File: src/rtl/lsq_pkg.sv
// Shared types for the unified load/store queue.
// Assumes: nothing beyond SystemVerilog packed structs.
package lsq_pkg;
    // Per-slot status bits.
    typedef struct packed {
        logic valid;     // slot occupied
        logic is_store;  // 1 = store, 0 = load
        logic addr_ok;   // address (and store data) resolved
        logic done;      // load already presented
    } lsq_flags_t;
endpackage

File: src/rtl/lsq_ptr_ctrl.sv
// Head pointer and occupancy count of the circular queue; the tail is derived.
// Assumes: DEPTH is a power of two; squash_ok is only raised for an occupied slot.
module lsq_ptr_ctrl #(
    parameter int DEPTH = 8,
    localparam int IDX_W = $clog2(DEPTH)
) (
    input  logic             clk,
    input  logic             rst_n,
    input  logic             disp_req,
    input  logic             retire_req,
    input  logic             squash_ok,
    input  logic [IDX_W-1:0] squash_idx,
    output logic [IDX_W-1:0] head,
    output logic [IDX_W-1:0] tail,
    output logic             full,
    output logic             disp_ok,
    output logic             ret_ok
);
    logic [IDX_W:0]   count_q, count_nxt;
    logic [IDX_W-1:0] head_q, sq_age;

    assign head    = head_q;
    assign tail    = head_q + count_q[IDX_W-1:0];
    assign full    = (count_q == (IDX_W+1)'(DEPTH));
    assign ret_ok  = retire_req && (count_q != '0);
    assign disp_ok = disp_req && !full && !squash_ok;
    assign sq_age  = squash_idx - head_q;

    // Next occupancy: a squash keeps the head up to and including the squash slot.
    always_comb begin
        if (squash_ok)
            count_nxt = (IDX_W+1)'(sq_age) + 1'b1 - (IDX_W+1)'(ret_ok);
        else
            count_nxt = count_q + (IDX_W+1)'(disp_ok) - (IDX_W+1)'(ret_ok);
    end

    // Pointer registers.
    always_ff @(posedge clk) begin
        if (!rst_n) begin
            head_q  <= '0;
            count_q <= '0;
        end else begin
            head_q  <= head_q + IDX_W'(ret_ok);
            count_q <= count_nxt;
        end
    end

    // a full queue stays full when nothing leaves.
    a_r2_full_holds: assert property (@(posedge clk) disable iff (!rst_n)
        full && !retire_req && !squash_ok |=> full);

    // after a squash the next free slot follows the squash slot.
    a_r9_squash_tail: assert property (@(posedge clk) disable iff (!rst_n)
        squash_ok |=> tail == IDX_W'($past(squash_idx) + 1'b1));
endmodule

File: src/rtl/lsq_match_matrix.sv
// Pairwise address/age comparison: for each load, whether any older store is
// still unresolved, and which older matching store is the youngest.
// Assumes: ages are measured from head, so a smaller age is older.
module lsq_match_matrix
    import lsq_pkg::*;
#(
    parameter int DEPTH = 8,
    parameter int AW    = 16,
    localparam int IDX_W = $clog2(DEPTH)
) (
    input  logic [IDX_W-1:0] head,
    input  lsq_flags_t       fl     [DEPTH],
    input  logic [AW-1:0]    addr   [DEPTH],
    output logic [DEPTH-1:0] ready,
    output logic [DEPTH-1:0] fwd_hit,
    output logic [IDX_W-1:0] fwd_idx [DEPTH]
);
    for (genvar i = 0; i < DEPTH; i++) begin : g_row
        logic             blocked, hit;
        logic [IDX_W-1:0] best, best_age, age_i, age_j;

        // Row i of the matrix: compare load i against every other slot j.
        always_comb begin
            blocked = 1'b0;
            hit     = 1'b0;
            best    = '0;
            best_age = '0;
            age_i   = IDX_W'(i) - head;
            age_j   = '0;
            for (int j = 0; j < DEPTH; j++) begin
                age_j = IDX_W'(j) - head;
                if (fl[j].valid && fl[j].is_store && (age_j < age_i)) begin
                    if (!fl[j].addr_ok)
                        blocked = 1'b1;
                    else if ((addr[j] == addr[i]) && (!hit || (age_j > best_age))) begin
                        hit      = 1'b1;
                        best     = IDX_W'(j);
                        best_age = age_j;
                    end
                end
            end
            ready[i]   = fl[i].valid && !fl[i].is_store && fl[i].addr_ok &&
                         !fl[i].done && !blocked;
            fwd_hit[i] = hit;
            fwd_idx[i] = best;
        end
    end
endmodule

File: src/rtl/lsq_oldest_pick.sv
// Chooses the oldest ready slot, scanning from head in queue order.
// Assumes: ready is already qualified by occupancy.
module lsq_oldest_pick #(
    parameter int DEPTH = 8,
    localparam int IDX_W = $clog2(DEPTH)
) (
    input  logic [IDX_W-1:0] head,
    input  logic [DEPTH-1:0] ready,
    output logic             pick_valid,
    output logic [IDX_W-1:0] pick_idx
);
    logic [IDX_W-1:0] slot;

    // First ready slot at or after head wins.
    always_comb begin
        pick_valid = 1'b0;
        pick_idx   = '0;
        slot       = '0;
        for (int k = 0; k < DEPTH; k++) begin
            slot = head + IDX_W'(k);
            if (!pick_valid && ready[slot]) begin
                pick_valid = 1'b1;
                pick_idx   = slot;
            end
        end
    end
endmodule

File: src/rtl/lsq_unified.sv
// Unified conservative load/store queue: allocation at dispatch, out-of-order
// address resolution, age-qualified load scheduling with store forwarding,
// in-order retirement with store writes, and squash to a slot.
// Assumes: DEPTH is a power of two; retiring stores have resolved addresses.
module lsq_unified
    import lsq_pkg::*;
#(
    parameter int DEPTH = 8,
    parameter int AW    = 16,
    parameter int DW    = 16,
    localparam int IDX_W = $clog2(DEPTH)
) (
    input  logic             clk,
    input  logic             rst_n,
    input  logic             disp_valid,
    input  logic             disp_is_store,
    output logic             full,
    output logic [IDX_W-1:0] disp_idx,
    input  logic             res_valid,
    input  logic [IDX_W-1:0] res_idx,
    input  logic [AW-1:0]    res_addr,
    input  logic [DW-1:0]    res_data,
    output logic             ld_valid,
    output logic [IDX_W-1:0] ld_idx,
    output logic [AW-1:0]    ld_addr,
    output logic             ld_fwd,
    output logic [DW-1:0]    ld_data,
    input  logic             retire_valid,
    output logic             mem_wr_valid,
    output logic [AW-1:0]    mem_wr_addr,
    output logic [DW-1:0]    mem_wr_data,
    input  logic             squash_valid,
    input  logic [IDX_W-1:0] squash_idx
);
    lsq_flags_t       fl      [DEPTH];
    logic [AW-1:0]    addr_q  [DEPTH];
    logic [DW-1:0]    data_q  [DEPTH];
    logic [IDX_W-1:0] fwd_idx [DEPTH];
    logic [IDX_W-1:0] head, tail, pick_idx, sq_age, e_age;
    logic [DEPTH-1:0] ready, fwd_hit, kill;
    logic             disp_ok, ret_ok, sq_ok, pick_valid;

    assign sq_ok = squash_valid && fl[squash_idx].valid;

    lsq_ptr_ctrl #(.DEPTH(DEPTH)) ptr_i (
        .clk(clk), .rst_n(rst_n), .disp_req(disp_valid), .retire_req(retire_valid),
        .squash_ok(sq_ok), .squash_idx(squash_idx), .head(head), .tail(tail),
        .full(full), .disp_ok(disp_ok), .ret_ok(ret_ok)
    );

    lsq_match_matrix #(.DEPTH(DEPTH), .AW(AW)) mtx_i (
        .head(head), .fl(fl), .addr(addr_q), .ready(ready),
        .fwd_hit(fwd_hit), .fwd_idx(fwd_idx)
    );

    lsq_oldest_pick #(.DEPTH(DEPTH)) pick_i (
        .head(head), .ready(ready), .pick_valid(pick_valid), .pick_idx(pick_idx)
    );

    // Slots younger than the squash slot are dropped.
    always_comb begin
        sq_age = squash_idx - head;
        e_age  = '0;
        for (int e = 0; e < DEPTH; e++) begin
            e_age   = IDX_W'(e) - head;
            kill[e] = sq_ok && fl[e].valid && (e_age > sq_age);
        end
    end

    // Per-slot state: resolve, mark presented, allocate, release.
    always_ff @(posedge clk) begin
        if (!rst_n) begin
            for (int e = 0; e < DEPTH; e++) begin
                fl[e]     <= '0;
                addr_q[e] <= '0;
                data_q[e] <= '0;
            end
        end else begin
            for (int e = 0; e < DEPTH; e++) begin
                if (res_valid && (res_idx == IDX_W'(e)) && fl[e].valid) begin
                    addr_q[e]     <= res_addr;
                    data_q[e]     <= res_data;
                    fl[e].addr_ok <= 1'b1;
                end
                if (pick_valid && (pick_idx == IDX_W'(e)))
                    fl[e].done <= 1'b1;
                if (disp_ok && (tail == IDX_W'(e)))
                    fl[e] <= '{valid: 1'b1, is_store: disp_is_store, addr_ok: 1'b0, done: 1'b0};
                if ((ret_ok && (head == IDX_W'(e))) || kill[e])
                    fl[e].valid <= 1'b0;
            end
        end
    end

    assign disp_idx     = tail;
    assign ld_valid     = pick_valid;
    assign ld_idx       = pick_idx;
    assign ld_addr      = addr_q[pick_idx];
    assign ld_fwd       = pick_valid && fwd_hit[pick_idx];
    assign ld_data      = ld_fwd ? data_q[fwd_idx[pick_idx]] : '0;
    assign mem_wr_valid = ret_ok && fl[head].is_store;
    assign mem_wr_addr  = addr_q[head];
    assign mem_wr_data  = data_q[head];

    // a presented load is marked and not presented again next cycle.
    a_r8_no_reissue: assert property (@(posedge clk) disable iff (!rst_n)
        ld_valid |=> !(ld_valid && (ld_idx == $past(ld_idx))));

    // the picked slot is an occupied, resolved load.
    a_r4_pick_is_load: assert property (@(posedge clk) disable iff (!rst_n)
        ld_valid |-> fl[ld_idx].valid && !fl[ld_idx].is_store && fl[ld_idx].addr_ok);

    // the forwarding source is an older store at the same address.
    a_r6_fwd_source: assert property (@(posedge clk) disable iff (!rst_n)
        ld_fwd |-> fl[fwd_idx[ld_idx]].is_store && (addr_q[fwd_idx[ld_idx]] == ld_addr) &&
                   ((fwd_idx[ld_idx] - head) < (ld_idx - head)));

    // a store written at retirement carries a resolved address.
    a_r3_write_resolved: assert property (@(posedge clk) disable iff (!rst_n)
        mem_wr_valid |-> fl[head].addr_ok);
endmodule

File: config.mk
export PLATFORM = sky130hd
export DESIGN_NAME = lsq_unified
export DESIGN_NICKNAME = d
export VERILOG_FILES = /design/src/rtl/lsq_pkg.sv /design/src/rtl/lsq_ptr_ctrl.sv /design/src/rtl/lsq_match_matrix.sv /design/src/rtl/lsq_oldest_pick.sv /design/src/rtl/lsq_unified.sv
export SDC_FILE = /design/constraint.sdc
export NUM_CORES = 1
export LEC_CHECK = 0
export CORE_MARGIN = 5
export CORE_UTILIZATION = 40
export CTS_CLUSTER_SIZE = 12
export DETAILED_ROUTE_END_ITERATION = 16
export DONT_BUFFER_PORTS = 1
export GPL_TIMING_DRIVEN = 0
export HOLD_SLACK_MARGIN = 0.12
export PLACE_DENSITY_LB_ADDON = 0.15
export RECOVER_POWER = 100
export SYNTH_ARGS = -nofsm -noshare
export SYNTH_HDL_FRONTEND = slang
export SYNTH_SLANG_ARGS = --single-unit
File: constraint.sdc
create_clock -name clk -period 15.3 [get_ports clk]
set_clock_uncertainty 0.05 [all_clocks]
set_input_delay 2.295 -clock clk [delete_from_list [all_inputs] [get_ports clk]]
set_output_delay 2.295 -clock clk [all_outputs]
set_load 0.005 [all_outputs]
==> results of run 1 <==
## worst max-delay path, delay by kind of cell (launching register included)
family,cells,cell delay [ps]
buf+inv,24,3020
simple gates,5,760
compound gates,24,4520
mux,8,1970
fa+ha+maj,7,1770
flops,1,450
## routing by layer
layer  track usage  up-vias  part of all wire
met5             0        -           0.00012
met4         0.241        2             0.090
met3        0.0725      586             0.091
met2         0.541     1722              0.43
met1         0.426    14435              0.39
li1              -    13292                 -
## power groups by stage
| stage | clock, mW | sequential, mW | combinational (mW) |
|---|---|---|---|
| after global routing | 0.886 | 0.899 | 3.47 |
| after detailed placement | 0 | 0.931 | 2.50 |
| after global placement | 0 | 0.929 | 2.49 |
| final | 0.849 | 0.896 | 3.34 |
| after CTS | 0.853 | 0.893 | 3.12 |
| after floorplan | 0 | 0.904 | 1.64 |
## Yosys cell counts, types with 11 or more instances
cell | instances | area [um^2]
o211ai_1 | 28 | 210
nand2_1 | 555 | 2080
xnor2_1 | 277 | 2430
buf_1 | 51 | 191
dfxtp_1 | 167 | 3340
inv_1 | 105 | 394
mux2i_1 | 92 | 921
mux4_2 | 69 | 1550
a211oi_1 | 16 | 120
nand3b_1 | 15 | 113
ha_1 | 203 | 2540
edfxtp_1 | 128 | 3840
nor2b_1 | 57 | 357
nor4_1 | 70 | 438
a21o_1 | 38 | 285
o21a_1 | 31 | 233
buf_4 | 11 | 82.6
a31oi_1 | 43 | 269
xor2_1 | 182 | 1590
mux2_2 | 109 | 1230
a21boi_0 | 134 | 1010
nand4_1 | 85 | 532
o21ai_0 | 114 | 571
clkbuf_1 | 230 | 863
nand2b_1 | 19 | 119
nor3_1 | 39 | 195
a221oi_1 | 18 | 158
and2_1 | 17 | 106
nand3_1 | 119 | 596
o31ai_1 | 23 | 173
nor2_1 | 254 | 953
and3_1 | 30 | 188
a21oi_1 | 127 | 636
## through the flow
stage | hold WS [ps] | instances | setup slack [ps] | power [mW]
CTS | 405 | 4785 | 16.1 | 4.87
floorplan | 369 | 3655 | 19.3 | 2.54
detailed placement | 391 | 4626 | -5690 | 3.43
global placement | 382 | 4624 | -6510 | 3.42
finish | 405 | 4816 | -120 | 5.08
global route | 426 | 4814 | -582 | 5.26
## registers in the layout, indices dropped and copies added, names as in the netlist
name	count
addr_q	128
data_q	128
fl	32
ptr_i.count_q	4
ptr_i.head	3
## cell families after synthesis
group,Yosys count,synth area share
buf+inv,426,0.0569
simple gates,1317,0.204
fa+ha+maj,206,0.0866
flops,295,0.239
xor+xnor,459,0.134
other cells,1,0.000125
mux,272,0.124
compound gates,679,0.155
## worst min-delay path by stage
stage,startpoint,endpoint,slack (ps)
after floorplan,fl[28],fl[28],370
after global placement,fl[28],fl[28],380
after detailed placement,fl[28],fl[28],390
after CTS,fl[28],fl[28],400
after global routing,fl[28],fl[28],430
final,fl[28],fl[28],400
## what timing repair did
item / 4_1_cts / 5_1_grt
pin swaps: 73 / 72
cloned: 7 / 0
hold buffers: 0 / 0
buffers inserted: 102 / 42
gates resized for setup: 282 / 89
endpoints found under the setup margin: 32 / 16
## area by class of cell
| cell class | instances | area (um^2) | area share |
|---|---|---|---|
| antenna | 2 | 5.00 | 0.000141 |
| buffer | 294 | 1580 | 0.0447 |
| clock buffer | 51 | 998 | 0.0282 |
| clock inverter | 10 | 128 | 0.00361 |
| inverter | 110 | 442 | 0.0125 |
| multi-input combinational | 2934 | 22400 | 0.634 |
| sequential | 295 | 7200 | 0.203 |
| tap | 969 | 1210 | 0.0343 |
| timing repair buffer | 150 | 1370 | 0.0386 |
| timing repair inverter | 1 | 8.76 | 0.000248 |
==> metrics.md, run 1 <==
| Metric | Value |
|---|---|
| Outcome | `complete, but fails checks` |
| Failing checks | `capacitance limit, slew limit, setup timing` |
| Worst setup EP type | `primary output` |
| Routed via count | `~30000` |
| Min-delay worst type | `flop to flop` |
| Async set-reset flop share out of synthesis | `0` |
| Max incr delay on CP | `just under 900 ps` |
| Synth Net Count | `between 3000 and 4000` |
| Worst r2r src | `ptr_i.head[0]` |
| GRT Total Usage | `0.346` |
| Initial core utilization | `0.404` |
| Drt first pass iters | `6` |
| First-pass GRT wire length | `slightly above 200 mm` |
| Worst Slack Setup Final | `-120 ps` |
| Initial antenna violation count | `3` |
| RSZ-0062 raised after global routing | `yes` |
| Fmax | `~0.065 GHz` |
| Mapped Cells | `3655` |
| Crit Path Max Fanout | `5` |
| Final net count | `4072` |
| GP Congestion | `between 1 and 1.5` |
| Routed Wire Length | `147 mm` |
| Final core utilization | `0.475` |
| Slowest CP cell | `a222oi_1` |
| Detail Placement HPWL | `~100 mm` |
| Average size of a mapped cell | `just over 8 um^2` |
| Sw frac | `0.473` |
| Measured slew at the worst slew-check pin | `1500 ps` |
| Clock power frac | `0.167` |
| P_sw | `2.40 mW` |
| Hold Vio Cnt, Final | `0` |
| Register area share after synthesis | `0.239` |
| Slew Limit Headroom | `-0.00631` |
| Area Growth Syn to Fin | `17.8%` |
| CTS Sinks | `slightly below 300` |
| Synth cell types | `95` |
| Critical path data required time | `around 13000 ps` |
| Post-DP Area | `between 30000 and 40000 um^2` |
| Synthesis Warnings | `0` |
| Final setup fails | `14` |
| Synth Flop Type | `dfxtp_1` |
| Drt initial violations | `3145` |
| Final Instance Area | `35400 um^2` |
| Worst-case reg-to-reg path depth | `23` |
| Sequential share of power | `0.176` |
| Grt ovf | `0` |
| Fin crit period | `approximately 15000 ps` |
| Combinational Power Share | `0.657` |
| Worst-path clk slew | `60 ps` |
| Crit path arrival time | `around 13000 ps` |
| Clk buf depth | `3` |
| Slew Viols, Final | `1` |
| Via-to-Cell Ratio | `6.24` |
| CTS tree | `yes` |
| TNS Setup | `-1140 ps` |
| Crit Path Class | `flop to primary output` |
| Flops & latches, synth | `approximately 300` |
| Fraction of layout cells with a size suffix above 1 | `0.171` |
| Row count | `100` |
| Final period util | `1.01` |
| R2R setup slack | `between 6000 and 7000 ps` |
| Post-synth EDFFs | `around 130` |
| DRC Markers | `0` |
| Largest net degree at the start of global routing | `22` |
| Die ar. | `approximately 81000 um^2` |
| Max_cap viols | `2` |
| Mapped Area | `30000 um^2` |
| Top-level I/O count | `119` |
| Die X | `284 um` |
| Critical Path Most Common Cell | `buf_4` |
| Fillers | `7387` |
| WHS Path Cells | `2` |
| Most common cell after layout, fill and taps aside | `nand2_1` |
| VDD IR max | `0.000145 V` |
| Final ANT Viol Nets | `0` |
| CTS H-tree depth | `2` |
| Worst reg2reg path endpoint | `fl[12]` |
| DR WL/cell | `just over 30 um` |
| Die height | `~280 um` |
| Port buffer count | `0` |
| Leak | `roughly 14 nW` |
| Vias in the first global route | `roughly 28000` |
| Worst setup path end | `ld_data[7]` |
| Power density over cell area | `approximately 140 nW/um^2` |
| Critical path launch point type | `flop` |
| Clk_lat worst skew | `550 ps` |
| Root Driver | `clkbuf_16` |
| Crit. Startpoint | `ptr_i.head[0]` |
| Core area | `74400 um^2` |
| Internal power | `between 2 and 3 mW` |
| Number of buffers created by CTS | `35` |
| Commonest cells after routing, fill and taps aside | `nand2_1 (550), xnor2_1 (277), nor2_1 (243), clkbuf_1 (201)` |
Note: power is estimated with default switching activity, not from simulation.
==> inputs of run 2 (changes only) <==
Settings changed: ABC_AREA set to 1, GPL_TIMING_DRIVEN 0 to unset.
==> run 2 against run 1 <==
- the run ends with capacitance limit, slew limit left
- clock-buffer cell count fell by 1
- die area is 0.65% lower
- core utilization shrank 5.2 points
- via count is 7.8% higher
- critical path depth fell by 7
- sequential power increased by 2.2%
- clock power rose by 12%
- hold slack about the same
- register-to-register slack got worse by 190 ps
- critical path type unchanged
==> metrics.md, run 2 <==
| Metric | Value |
|---|---|
| Outcome | `complete, but fails checks (unchanged)` |
| Failing checks | `capacitance limit, slew limit (was capacitance limit, slew limit, setup timing)` |
| Crit Path Max Fanout | `20 (was 5)` |
| Measured slew at the worst slew-check pin | `3020 ps (was 1500 ps)` |
| Clk_lat worst skew | `580 ps (was 550 ps)` |
| Crit-path leading delay family | `simple AND/OR/NAND/NOR gates (was compound AO/OA/AOI/OAI gates)` |
| Vias in the first global route | `29444 (was 28232)` |
| Worst reg2reg path endpoint | `fl[28] (was fl[12])` |
| Worst r2r src | `ptr_i.head[2] (was ptr_i.head[0])` |
| First-pass GRT wire length | `196 mm (was 205 mm)` |
| GRT Total Usage | `0.315 (was 0.346)` |
| Hold Vio Cnt, Final | `0 (unchanged)` |
| Main area contributors after synthesis | `nand2_1 (13%), edfxtp_1 (13%), dfxtp_1 (11%) (was edfxtp_1 (13%), dfxtp_1 (11%), ha_1 (8.5%))` |
| Clk buf depth | `3 (unchanged)` |
| Most common cell after layout, fill and taps aside | `nand2_1 (unchanged)` |
| Post-Layout Cell Count | `5414 (was 4816)` |
| Async set-reset flop share out of synthesis | `0 (unchanged)` |
| GR Util met1 | `0.424 (was 0.426)` |
| Max_cap viols | `15 (was 2)` |
| Core area | `74200 um^2 (was 74400 um^2)` |
| Root Driver | `clkbuf_16 (unchanged)` |
| Met2 usage | `0.492 (was 0.541)` |
| Mux contribution to synthesized area | `0.00612 (was 0.124)` |
| Flops & latches, synth | `295 (unchanged)` |
| Leak | `14.3 nW (was 13.9 nW)` |
| Critical path data required time | `12960 ps (about the same)` |
| Final Power | `6.86 mW (was 5.08 mW)` |
| Xor/xnor share of the synthesized area | `0.0757 (was 0.134)` |
| TNS Setup | `0 ps (was -1140 ps)` |
| VDD IR max | `0.000276 V (was 0.000145 V)` |
| Critical path launch point type | `flop (unchanged)` |
| Worst-path clk slew | `60 ps (about the same)` |
| Final Instance Area | `31400 um^2 (was 35400 um^2)` |
| Top cells by count, synth | `nand2_1 (1064), nor2_1 (468), inv_1 (452), nand3_1 (370), o21ai_0 (298) (was nand2_1 (555), xnor2_1 (277), nor2_1 (254), clkbuf_1 (230), ha_1 (203))` |
| Slew Limit Headroom | `-1.01 (was -0.00631)` |
| GP Congestion | `1.04 (was 1.06)` |
| Worst path bufs/invs | `8 (was 24)` |
| Number of buffers created by CTS | `36 (was 35)` |
| Die height | `283 um (was 284 um)` |
| # hold bufs at CTS | `0 (unchanged)` |
| Power density over cell area | `219 nW/um^2 (was 144 nW/um^2)` |
| Largest registers | `addr_q: 128 flops, data_q: 128 flops, fl: 32 flops (unchanged)` |
| Met3 Track Usage GR | `0.0649 (was 0.0725)` |
| DR WL/cell | `24.7 um (was 30.6 um)` |
| Synth Area in Compound Gates | `0.156 (was 0.155)` |
| Slew Viols, Final | `400 (was 1)` |
| Port buffer count | `0 (unchanged)` |
| Detail Placement HPWL | `92.2 mm (was 103 mm)` |
| Fin crit period | `14460 ps (was 15420 ps)` |
| WHS Path Cells | `2 (unchanged)` |
| Critical Path Most Common Cell | `nand2_1 (was buf_4)` |
| Largest net degree at the start of global routing | `124 (was 22)` |
| Fillers | `8061 (was 7387)` |
| Average size of a mapped cell | `6.46 um^2 (was 8.22 um^2)` |
| Largest family of logic cells by synthesized area | `simple AND/OR/NAND/NOR gates (unchanged)` |
| Post-synthesis simple-gate area fraction | `0.325 (was 0.204)` |
| Mapped Cells | `4619 (was 3655)` |
| Synthesis Warnings | `0 (unchanged)` |
| Grt ovf | `0 (unchanged)` |
| Initial core utilization | `0.402 (was 0.404)` |
| Crit Path Class | `flop to primary output (unchanged)` |
| Drt initial violations | `3938 (was 3145)` |
| Post-DP Area | `30100 um^2 (was 31300 um^2)` |
| Top-area cell type share of the netlist area | `0.134 (was 0.128)` |
| RSZ-0062 raised after global routing | `no (was yes)` |
| Critical path depth | `61 (was 68)` |
| Routed Wire Length | `134 mm (was 147 mm)` |
| Die X | `283 um (was 284 um)` |
| Worst setup EP type | `primary output (unchanged)` |
| Fmax | `0.0691 GHz (was 0.0648 GHz)` |
| Final setup fails | `0 (was 14)` |
| Commonest cells after routing, fill and taps aside | `nand2_1 (1066), nor2_1 (471), inv_1 (453), nand3_1 (372), o21ai_0 (295) (was nand2_1 (550), xnor2_1 (277), nor2_1 (243), clkbuf_1 (201))` |
| Max incr delay on CP | `900 ps (was 890 ps)` |
| Drt first pass iters | `8 (was 6)` |
| CTS tree | `yes (unchanged)` |
| Hold wc startpoint | `fl[16] (was fl[28])` |
| Final period util | `0.945 (was 1.01)` |
| Mapped Area | `29800 um^2 (was 30000 um^2)` |
| Die ar. | `80200 um^2 (was 80700 um^2)` |
| Post-synth top area cell | `nand2_1 (was edfxtp_1)` |
| Min-delay worst type | `flop to flop (unchanged)` |
| DRC Markers | `0 (unchanged)` |
| Final ANT Viol Nets | `0 (unchanged)` |
| Crit path arrival time | `12120 ps (was 13080 ps)` |
| R2R setup slack | `6460 ps (was 6650 ps)` |
| GRT busiest layer | `met2 (unchanged)` |
| Post-synth EDFFs | `128 (unchanged)` |
| Area Growth Syn to Fin | `5.12% (was 17.8%)` |
| Synth Net Count | `4870 (was 3906)` |
| Row count | `100 (unchanged)` |
| CTS Sinks | `295 (unchanged)` |
| Routed via count | `32372 (was 30037)` |
| Dpl cells | `5342 (was 4626)` |
| Initial antenna violation count | `2 (was 3)` |
| Slowest CP cell | `nor4_2 (was a222oi_1)` |
| Via-to-Cell Ratio | `5.98 (was 6.24)` |
| Worst-case reg-to-reg path depth | `26 (was 23)` |
| Register area share after synthesis | `0.241 (was 0.239)` |
| CTS H-tree depth | `2 (unchanged)` |
| Top-count cell post-synth | `nand2_1 (unchanged)` |
| Synth Flop Type | `dfxtp_1 (unchanged)` |
| Post-Synth Adder-Cell Area | `0.0871 (was 0.0866)` |
| Synth cell types | `65 (was 95)` |
| Fraction of layout cells with a size suffix above 1 | `0.0452 (was 0.171)` |
| Hold Path End | `fl[16] (was fl[28])` |
| Top-level I/O count | `119 (unchanged)` |
| Final net count | `4667 (was 4072)` |
run 2: changes by cell type after synthesis, moves of 109 or more:
| cell | previous run | this run |
|---|---|---|
| nand2_1 | 555 | 1064 |
| o21ai_0 | 114 | 298 |
| inv_1 | 105 | 452 |
| a21oi_1 | 127 | 275 |
| nor2_1 | 254 | 468 |
| buf_2 | 10 | 119 |
| a21boi_0 | 134 | 1 |
| nand3_1 | 119 | 370 |
run 2: routing by layer:
metal  share of wire  vias up
li1                -    15046
met2            0.43     1769
met5         0.00013        -
met1            0.41    15172
met4           0.052        2
met3            0.10      383
run 2: power breakdown:
part	internal, mW	switching (mW)
clock	0.566	0.386
combinational	1.28	3.71
sequential	0.864	0.0519
total	2.71	4.15
run 2: logic make-up after synthesis:
family	after synthesis
and+or+nand+nor	2223
AOI/OAI and AO/OA	824
buffers and inverters	794
DFF	295
xor gates and xnor gates	258
adders and majority gates	206
muxes	18
other	1
run 2: layout make-up:
class	count	area [um^2]	share of cell area
Antenna cell	1	2.50	0.0000798
Inverter	491	1880	0.0598
Multi-Input combinational cell	3530	19300	0.617
Timing Repair Buffer	62	458	0.0146
Clock inverter	16	269	0.00858
Clock buffer	50	1000	0.0320
Tap cell	969	1210	0.0387
Sequential cell	295	7200	0.229
run 2: what timing repair did:
| item | CTS | global route |
|---|---|---|
| setup endpoints to repair | 0 | 16 |
| buffers inserted | 0 | 5 |
| resized for setup | 0 | 16 |
run 2: worst max-delay path by stage:
stage	start	endpoint	slack [ps]
6_report	addr_q[123]	ld_data[2]	840
2_1_floorplan	ptr_i.head[0]	ld_data[11]	120
5_1_grt	ptr_i.head[2]	ld_data[14]	5
4_1_cts	ptr_i.head[0]	ld_data[4]	630
3_5_place_dp	ptr_i.head[0]	ld_data[4]	1260
3_3_place_gp	ptr_i.head[0]	ld_data[6]	1480
run 2: stage by stage:
stage	hold WS [ps]	util	worst slack, ps
after floorplan	378	-	119
after global placement	390	0.406	1480
after detailed placement	393	0.406	1260
after CTS	403	0.423	627
after global routing	437	0.423	4.94
final	405	0.423	836
run 2: worst register-to-register path: cells and delay by family, from the launching register on:
kind / cells / cell delay [ps]
buf+inv: 7 / 3570
compound gates: 3 / 780
fa+ha+maj: 2 / 770
flops: 1 / 450
simple gates: 14 / 3130
